$ cat src/rtl/jk_shift_reg.sv
module jk_shift_reg #(
  parameter int WIDTH = 4
) (
  input  logic             clk,
  input  logic             rst_n,
  input  logic             load_n,
  input  logic             j,
  input  logic             k_n,
  input  logic [WIDTH-1:0] din,
  output logic [WIDTH-1:0] q,
  output logic             q_last_n
);

  logic [WIDTH-1:0] stage;
  logic [WIDTH-1:0] nxt;
  logic             head;

  always_comb begin
    case ({j, k_n})
      2'b11:   head = 1'b1;
      2'b00:   head = 1'b0;
      2'b10:   head = ~stage[0];
      default: head = stage[0];
    endcase
  end

  assign nxt[0] = load_n ? head : din[0];

  for (genvar i = 1; i < WIDTH; i++) begin : g_stage
    assign nxt[i] = load_n ? stage[i-1] : din[i];
  end

  always_ff @(posedge clk or negedge rst_n) begin
    if (!rst_n) stage <= '0;
    else        stage <= nxt;
  end

  assign q        = stage;
  assign q_last_n = ~stage[WIDTH-1];

endmodule

$ cat config.mk
export PLATFORM = sky130hd
export DESIGN_NAME = jk_shift_reg
export DESIGN_NICKNAME = d
export VERILOG_FILES = /design/src/rtl/jk_shift_reg.sv
export SDC_FILE = /design/constraint.sdc
export NUM_CORES = 1
export LEC_CHECK = 0
export ABC_AREA = 0
export BUFFER_PORTS_ARGS = -buffer_cell sky130_fd_sc_hd__buf_4
export CORE_AREA = 2 2 39 41
export DETAILED_ROUTE_END_ITERATION = 6
export DIE_AREA = 0 0 41 43
export PLACE_DENSITY_LB_ADDON = 0.2
export REMOVE_ABC_BUFFERS = 1
export SLEW_MARGIN = 20
export SYNTH_ARGS = -nofsm -noshare
export SYNTH_HDL_FRONTEND = slang
export SYNTH_SLANG_ARGS = --single-unit
$ cat constraint.sdc
create_clock -name clk -period 1.2 [get_ports clk]
set_clock_uncertainty 0.05 [all_clocks]
set_input_delay 0.12 -clock clk [delete_from_list [all_inputs] [get_ports clk]]
set_output_delay 0.12 -clock clk [all_outputs]
set_load 0.005 [all_outputs]
Word-level counts from Yosys, hierarchy flattened
Index checks and enable logic that the tools add are counted.
- bits in registers: 4
- input port bits: 9
- output and inout port bits: 5
- eq/ne operators: 3
- multiplexer cells: 5
- bitwise gates (word level): 2
- reductions and logical operators: 1
- operators by type and width (cell ; count):
    $eq A2 B2 Y1 const B ; 2
    $mux W1 ; 4
    $ne A4 B1 Y1 const B ; 1
    $pmux W1 S3 ; 1
    $logic_not A2 Y1 ; 1
    $not A1 Y1 ; 2

Logic depth before layout (Yosys ltp)
- depth in word-level cells: 3
- depth in mapped cells: 2
- depth with buffers taken out: 2

Least setup slack after synthesis
No wires, ideal clock.
- kind: register to register
- start point: register stage[0], in the netlist q[0]
- end point: register stage[1], in the netlist q[1]
- library setup time: 0.125 ns
- arrival time: 0.643 ns
- data required time: 1.025 ns
- path slack: 0.382 ns
- stages on the path, launching flop included: 2
- path buffers: 0
- cell sequence: dfrtp_1 mux2_2
- cells in the longest elaborated chain, start to end: 1
- ends and longest elaborated chain (item ; RTL line ; RTL):
    start, declared ; 14 ; logic [WIDTH-1:0] stage;
    start signal, assigned ; 35 ; else stage <= nxt;
    $mux W1 ; 30 ; assign nxt[i] = load_n ? stage[i-1] : din[i];
    via nxt[1] ; 15 ; logic [WIDTH-1:0] nxt;
The timed path passes the listed nets, and every way through them passes these cells.
A chain may end at the register's enable or synchronous reset.

Worst setup path after layout
- start point: register stage[0], in the netlist q[0]
- end point: output q[0]
- RTL lines (item ; RTL line ; RTL):
    end, declared ; 10 ; output logic [WIDTH-1:0] q,
No word-level cell between the ends.

==> flow_summary.toml <==
[critical_path]
critPathKind = "reg -> out"
ff2ff_path_depth = 1
cp_data_arrival_time_ns = 0.78
reg2reg_from = "q[0]"
cp-start-kind = "flip-flop"
cp_slowest_stage_delay_ns = 0.40
cpMaxStageDelayCell = "dfrtp_1"
path_delay_family = "flip-flops"
ff2ff_setup_slack_ns = 0.36
crit_path_start = "q[0]"
reg2reg_to = "q[1]"
worstPathMaxFanout = 3
cp.required_ns = 1.03
crit_buf_inv = 1
cp.depth = 1
end_kind = "output port"
endpoint = "q[0]"
cp_cell_sequence = "buf_4"

[grt]
track_usage = 0.0603
grt-ovfl-total = 0
antenna_found_initial = 0
grt_pass1_wl_um = 600
grt_pass1_vias = 156
grt_max_degree = 6

[detailed_routing]
drcViolationCount = 0
drt_iter0_markers = 1
ant_nets = 0
via_per_inst = 3.43
drt-pass1-iter-count = 3
finalWirelength_um = 396
via_count = 151
wire_per_inst_um = 9.00

[cts]
cts_setup_buffers = 0
cts_resized = 0
cts_max_level = 1
clk_path_buf_depth = 2
cts_inserted_buffers = 3
cts_tree = "done"
clock-root-buffer = "clkbuf_4"
insertion_delay_ns = 0.24
cts.sinks = 4
path_clk_slew_ns = 0.03

[synth]
synth_area_leaders = "dfrtp_1 64%, mux2_2 22%, mux2i_1 6.4%, a21oi_1 3.2%, inv_1 2.4%"
yosysSeqAreaShare = 0.640
synth_top_cell_area_share = 0.640
synth_area_leader_cell = "dfrtp_1"
synthCells = 11
syn-cell-area_um2 = 156
ys_ff_latch = 4
synth_cell_types = 6
syn_area_per_cell_um2 = 14.2
synth_warnings = 0

[final_layout]
layout-drive-gt1-share = 0.679
diodes = 0
nNetsFinal = 39
final_common_cell = "buf_4"
layout_common_cells = "13 x buf_4, 4 x dfrtp_1, 3 x mux2_2, 3 x clkbuf_4"
largest_reg_flops = 4
areaGrowthSynthToFinish_pct = 96.0
finalNonFillerCells = 44

[floorplanning]
dieArea_um2 = 1760
core-area_um2 = 1380
rows = 14
start_util = 0.113
io_pins = 14
die_h_um = 43
die_w_um = 41

[sta]
final.setup.tns_ns = 0
rsz0062_at_grt = "false"
finalCritPeriodShare = 0.788
max_slew_margin = 0.915
hold_viol = 0
slew_violations = 0
worstMarginPinSlew_ns = 0.124
fmax_ghz = 1.06
post-route-min-period_ns = 0.945
setup_violations = 0

[placement]
dp_hpwl_um = 333
portBuffers = 13
place.gp.congestion = 0.574
dp_cells = 40

[power]
power_density_nw_per_um2 = 1300
vdd_drop_max_mv = 0.658
power_leakage_nw = 0.153

[run_status]
outcome = "finished clean"

[job]
max-cap-violations = 0

[worst_hold_path]
worstHoldPathType = "in -> reg"
==> report_power, final <==
group | internal, mW | switching (mW)
Clock | 0.112 | 0.0558
Sequential | 0.149 | 0.00811
Combinational | 0.0505 | 0.0219
==> cell families after synthesis <==
logic type,Yosys count,synth area share
simple gates,1,0.0240
buf+inv,1,0.0240
compound gates,1,0.0320
flops,4,0.640
mux,4,0.280
==> worst min-delay path by stage <==
stage | start | end | slack (ns) | cells after the start
CTS | load_n | q[0] | 0.06 | 2
global route | load_n | q[0] | 0.05 | 2
detailed placement | rst_n | q[2] | -0.13 | 1
floorplan | rst_n | q[0] | -0.23 | 0
finish | load_n | q[0] | 0.06 | 2
global placement | rst_n | q[3] | -0.13 | 1
==> area by class of cell <==
cell class	instances	area, um^2
clock buffer	3	22.5
sequential	4	100
inverter	1	3.75
timing repair buffer	14	108
tap	16	20.0
multi-input combinational	6	52.6
fill	147	1080
==> per-stage QoR <==
step	hold WS [ns]	utilization	area, um^2	total power [mW]	worst slack (ns)
after floorplan	-0.226	-	156	0.176	0.382
after global placement	-0.133	0.198	274	0.226	0.383
after detailed placement	-0.130	0.198	274	0.230	0.369
after CTS	0.0555	0.222	307	0.405	0.244
after global routing	0.0535	0.222	307	0.430	0.204
final	0.0616	0.222	307	0.397	0.255
==> synthesized netlist by cell type <==
| cell type | number |
|---|---|
| mux2i_1 | 1 |
| mux2_2 | 3 |
| inv_1 | 1 |
| dfrtp_1 | 4 |
| nor2_1 | 1 |
| a21oi_1 | 1 |
==> routing by layer <==
metal	wire (um)	GRT usage	up-vias	part of all wire
met1	179	0.0548	61	0.45
li1	-	-	72	-
met3	91	0.0942	0	0.23
met5	0	0	-	0
met4	0	0.0200	0	0
met2	124	0.0688	18	0.31
==> what timing repair did <==
action / CTS / global route
setup endpoints to repair: 0 / 0
hold buffers: 1 / 0
hold endpoints to repair: 4 / 0
Power figures use the tool's default switching activity.
